### src/rtl/reg_track_table.sv
module reg_track_table #(
  parameter int NREG   = 32,
  parameter int XLEN   = 32,
  parameter int IMM_W  = 16,
  parameter int PEND_W = 3
) (
  input  logic                    clk,
  input  logic                    rst_n,
  input  logic                    dec_valid,
  input  logic [1:0]              dec_op,
  input  logic                    dec_wr,
  input  logic [$clog2(NREG)-1:0] dec_rd,
  input  logic [$clog2(NREG)-1:0] dec_rs,
  input  logic [IMM_W-1:0]        dec_imm,
  input  logic                    dec_imm_uns,
  input  logic                    cmt_valid,
  input  logic [$clog2(NREG)-1:0] cmt_rd,
  input  logic [XLEN-1:0]         cmt_value,
  output logic                    mem_valid,
  output logic                    mem_is_store,
  output logic                    mem_tracked,
  output logic [XLEN-1:0]         mem_ea,
  output logic [$clog2(NREG)-1:0] mem_base,
  output logic [XLEN-1:0]         mem_offset
);
  localparam int RW = $clog2(NREG);
  localparam logic [1:0] OP_OTHER = 2'b00;
  localparam logic [1:0] OP_ADDI  = 2'b01;
  localparam logic [1:0] OP_LOAD  = 2'b10;
  localparam logic [1:0] OP_STORE = 2'b11;
  localparam logic [PEND_W-1:0] PEND_MAX = '1;

  logic            trk  [NREG];
  logic [RW-1:0]   bse  [NREG];
  logic [XLEN-1:0] off  [NREG];
  logic [XLEN-1:0] kv   [NREG];
  logic [PEND_W-1:0] pend [NREG];

  logic [XLEN-1:0] imm_ext, disp_ext, upd_off, mem_off_c;
  logic is_addi, is_mem, wr, new_trk, kill, cmt_ok, reload, src_trk;

  assign src_trk   = trk[dec_rs];
  assign imm_ext   = dec_imm_uns ? {{(XLEN-IMM_W){1'b0}}, dec_imm}
                                 : {{(XLEN-IMM_W){dec_imm[IMM_W-1]}}, dec_imm};
  assign disp_ext  = {{(XLEN-IMM_W){dec_imm[IMM_W-1]}}, dec_imm};
  assign upd_off   = off[dec_rs] + imm_ext;
  assign mem_off_c = off[dec_rs] + disp_ext;

  assign is_addi = dec_valid && dec_op == OP_ADDI;
  assign is_mem  = dec_valid && dec_op[1];
  assign wr      = dec_valid && dec_rd != '0 &&
                   (dec_op == OP_ADDI || dec_op == OP_LOAD || (dec_op == OP_OTHER && dec_wr));
  assign new_trk = is_addi && src_trk;
  assign kill    = wr && !new_trk;
  assign cmt_ok  = cmt_valid && cmt_rd != '0;
  assign reload  = cmt_ok && !(wr && dec_rd == cmt_rd) &&
                   pend[cmt_rd] == PEND_W'(1) && !trk[cmt_rd];

  always_ff @(posedge clk) begin
    if (!rst_n) begin
      for (int i = 0; i < NREG; i++) begin
        trk[i]  <= (i == 0);
        bse[i]  <= RW'(i);
        off[i]  <= '0;
        kv[i]   <= '0;
        pend[i] <= '0;
      end
    end else begin
      for (int i = 1; i < NREG; i++) begin
        if (wr && dec_rd == RW'(i)) begin
          trk[i] <= new_trk;
          if (new_trk) begin
            bse[i] <= bse[dec_rs];
            off[i] <= upd_off;
          end
        end else if (reload && cmt_rd == RW'(i)) begin
          trk[i] <= 1'b1;
          bse[i] <= RW'(i);
          off[i] <= '0;
          kv[i]  <= cmt_value;
        end else if (kill && bse[i] == dec_rd) begin
          trk[i] <= 1'b0;
        end
        pend[i] <= pend[i] + PEND_W'(kill && dec_rd == RW'(i))
                           - PEND_W'(cmt_ok && cmt_rd == RW'(i));
      end
    end
  end

  always_ff @(posedge clk) begin
    if (!rst_n) begin
      mem_valid    <= 1'b0;
      mem_is_store <= 1'b0;
      mem_tracked  <= 1'b0;
      mem_ea       <= '0;
      mem_base     <= '0;
      mem_offset   <= '0;
    end else begin
      mem_valid    <= is_mem;
      mem_is_store <= is_mem && dec_op == OP_STORE;
      mem_tracked  <= is_mem && src_trk;
      if (is_mem && src_trk) begin
        mem_base   <= bse[dec_rs];
        mem_offset <= mem_off_c;
        mem_ea     <= kv[bse[dec_rs]] + mem_off_c;
      end else begin
        mem_base   <= '0;
        mem_offset <= '0;
        mem_ea     <= '0;
      end
    end
  end


  r0_fixed_chk: assert property (@(posedge clk) disable iff (!rst_n)
    trk[0] && bse[0] == '0 && off[0] == '0 && kv[0] == '0);


  addi_track_chk: assert property (@(posedge clk) disable iff (!rst_n)
    (wr && new_trk) |=> trk[$past(dec_rd)]);


  reload_chk: assert property (@(posedge clk) disable iff (!rst_n)
    reload |=> trk[$past(cmt_rd)] && bse[$past(cmt_rd)] == $past(cmt_rd)
               && off[$past(cmt_rd)] == '0 && kv[$past(cmt_rd)] == $past(cmt_value));


  mem_out_chk: assert property (@(posedge clk) disable iff (!rst_n)
    mem_valid |-> $past(dec_valid) && $past(dec_op[1]));


  pend_ovf_chk: assert property (@(posedge clk) disable iff (!rst_n)
    !(kill && pend[dec_rd] == PEND_MAX && !(cmt_ok && cmt_rd == dec_rd)));


  cmt_pend_chk: assert property (@(posedge clk) disable iff (!rst_n)
    cmt_ok |-> pend[cmt_rd] != '0);

  for (genvar g = 1; g < NREG; g++) begin : g_casc

    cascade_chk: assert property (@(posedge clk) disable iff (!rst_n)
      (kill && bse[g] == dec_rd && dec_rd != RW'(g) && !(reload && cmt_rd == RW'(g)))
        |=> !trk[g]);
  end
endmodule

### config.mk
export PLATFORM = sky130hd
export DESIGN_NAME = reg_track_table
export DESIGN_NICKNAME = d
export VERILOG_FILES = /design/src/rtl/reg_track_table.sv
export SDC_FILE = /design/constraint.sdc
export NUM_CORES = 2
export LEC_CHECK = 0
export BUFFER_PORTS_ARGS = -buffer_cell sky130_fd_sc_hd__buf_2
export CORE_MARGIN = 2
export CORE_UTILIZATION = 32
export DETAILED_ROUTE_END_ITERATION = 6
export SKIP_LAST_GASP = 1
export SLEW_MARGIN = 20
export SYNTH_ARGS = -nofsm -noshare
export SYNTH_HDL_FRONTEND = slang
export SYNTH_SLANG_ARGS = --single-unit
### constraint.sdc
create_clock -name clk -period 19.4 [get_ports clk]
set_input_delay 0 -clock clk [delete_from_list [all_inputs] [get_ports clk]]
set_output_delay 0 -clock clk [all_outputs]
set_load 0.02 [all_outputs]
==> run summary <==
postcts setup bufs: 0
drt pass-1 iters: 6
layout cell share with drive strength beyond 1: 0.140
post-synthesis area per instance: 12.3 sq um
most frequent cell after synthesis: edfxtp_1
logic gate share of total power: 0.183
Vias/cell: 5.49
Yosys cell types: 82
effective utilization at floorplan: 0.322
global-route wire length before repair: 500,000 um
Setup TNS: 0 ns
Met1 Routed Length: 132,000 um
hpwl dp: 198,000 um
clock-pin slew of the registers on the worst-case setup and hold paths: 0.06 ns
largest cells by area after synthesis: edfxtp_1, mux4_2, nor2_1
Yosys reg bits: 2,335
met2 WL: 171,000 um
vias in the first global route: 71.2k
FMAX: 111 MHz
Placer Congestion: 0.883
Die Ht: 581 um
io pins: 143
Max Used Layer: met5
asr flop ratio synth: 0
Die Area: 0.337 sq mm
NetSw: 3.86 mW
total power: 13.3 mW
Fin Clk Skew: 0.0790 ns
Routed WL: 350,000 um
final period utilization: 0.465
routed length per instance: 26.6 um
Final setup viols: 0
nets: 8,859
Setup crit start kind: input port
H-tree Lvls: 5
Leak: 44.3 nW
Residual DRC: 0
area grow syn2layout: 13.4%
DR WL met3: 32,700 um
Hold Vio Cnt, Final: 0
Global Route Usage Sum: 0.201
status: finished, final reports clean
PwrDens: 110 mW/mm^2
core area: 0.331 sq mm
Layout Utilization: 0.365
VDD IR max: 0.0629 mV
RSZ-0062 raised after global routing: no
# port buffers: 142
clock latency on the worst-skew pair: 0.90 ns
crit path max fanout: 92
critical path class: input port to register
1st-iter DRT viols: 8,755
Die X: 581 um
Crit. End Element: register
detailed-route via count: 72.4k
clock power share: 0.366
Post-synth top cells: edfxtp_1, nor2_1, nand2_1
Gates resized, CTS repair: 0
max-slew violation count: 0
arrival time at the worst endpoint: 9.83 ns
Core Rows: 211
grt total ovfl: 0
Mapped Area: 0.106 sq mm
deepest clock path buffer count: 4
worst hold slack: 0.0369 ns
Yosys Warn Count: 0
dominant synthesized flop cell: edfxtp_1
crit path time final: 9.02 ns
Yosys top cell area share: 0.607
Num CTS Buffers: 265
cts hold-fix bufs: 34
pin count of the biggest net entering global routing: 190
Sink Count: 2,335
Hold/Removal Path Class: input port to register
maxcap violations: 0
Flop pwr share: 0.450
Worst Tran Pin Value: 1.19 ns
P_int: 9.45 mW
ANT nets after route: 0
initial antenna violation count: 12
Post-Syn Instances: 8,670
Mapped Nets: 8,916
Yosys top cell by area: edfxtp_1
Net Sw Frac: 0.290
Post-synth EDFFs: 2,154
Root Buffer: clkbuf_16
CTS tree: built
Slew HR: 0.207
worst path required time: 20.21 ns
sequential cell area fraction in the yosys report: 0.641
[metrics by stage]
| step | cells | area [sq um] | worst slack, ns |
|---|---|---|---|
| 2_1_floorplan | 8670 | 106000 | 11.45 |
| 3_5_place_dp | 12678 | 112000 | 9.71 |
| 3_3_place_gp | 12678 | 112000 | 9.80 |
| 5_1_grt | 13179 | 121000 | 9.89 |
| 4_1_cts | 13178 | 121000 | 10.53 |
| 6_report | 13181 | 121000 | 10.38 |
[path summary, 6_finish.rpt]
check | start | end | slack, ns | cells past startpoint
worst max register to register | bse[9][1] | mem_ea[31] | 10.40 | 24
worst min-delay path | cmt_value[31] | kv[2][31] | 0.04 | 3
worst min register to register | pend[22][2] | pend[22][2] | 0.52 | 2
worst max-delay path | dec_rs[1] | mem_ea[31] | 10.38 | 25
[routing by layer]
layer  GRT usage  vias up
met5           0        -
met2       0.341     3992
li1            -    30742
met1       0.254    36841
met4      0.0785        2
met3      0.0355      799
[critical path, cell delays in order]
cell and delay [ns]:
buf_8 0.39, buf_4 0.74, mux4_2 0.60, mux2_2 0.32
nand2_1 0.10, o211ai_1 0.17, o311ai_4 0.18, buf_4 0.55
buf_4 0.65, buf_4 0.84, buf_4 0.82, o21ai_0 0.24
o211ai_1 0.21, o21ai_0 0.10, o21ai_0 0.36, ha_1 0.39
a2111oi_0 0.60, or4b_2 0.64, a31oi_1 0.22, o21a_1 0.20
o31ai_1 0.14, a311oi_1 0.40, o21ai_0 0.18, or2_2 0.29
mux2i_1 0.12
[cell families after synthesis]
kind of cell	count (synthesis)	synth area share
simple gates	3646	0.141
mux	478	0.0852
compound gates	863	0.0524
xor+xnor	287	0.0237
flops	2335	0.641
buf+inv	886	0.0335
fa+ha+maj	175	0.0229
[power groups by stage]
stage	registers (mW)	clock network, mW	logic, mW
final	6.00	4.87	2.44
after global routing	6.02	5.12	2.61
after CTS	5.99	4.93	2.41
after detailed placement	6.10	0	2.39
after global placement	6.08	0	2.34
after floorplan	6.07	0	1.57
[sequential cells by signal, indices dropped and copies added (netlist names)]
signal,count
kv,992
bse,155
mem_base,5
mem_valid,1
mem_is_store,1
off,992
trk,31
mem_tracked,1
pend,93
mem_ea,32
mem_offset,32
[cells in the final DEF, fill, tap and decap left out, drive strengths merged, types with 13 or more instances in the layout]
cell type	n
buf	347
nor3	52
xor2	129
a21o	49
a21oi	182
a31oi	40
ha	142
edfxtp	2154
o41ai	13
bufinv	14
a22o	33
mux2i	75
mux4	330
nor2b	29
o21ai	229
nand2	1160
dlygate4sd3	34
a311oi	16
clkbuf	334
xnor2	158
clkinv	102
mux2	73
nand3	305
o2111ai	34
nor2	1816
and3	22
or3	29
inv	188
nand3b	35
nand4	17
a211oi	47
dfxtp	181
o211ai	145
and2	100
or4	15
fa	33
nand2b	30
[cell type report]
| type | instances | area [sq um] |
|---|---|---|
| repair buffers | 381 | 2710 |
| well taps | 4366 | 5460 |
| flip-flops and latches | 2335 | 68300 |
| inverters | 181 | 716 |
| multi-input cells | 5449 | 35200 |
| clock inverters | 132 | 1150 |
| fillers | 31512 | 210000 |
| diodes | 3 | 7.51 |
| clock buffers | 334 | 7120 |
Power figures use the tool's default switching activity.
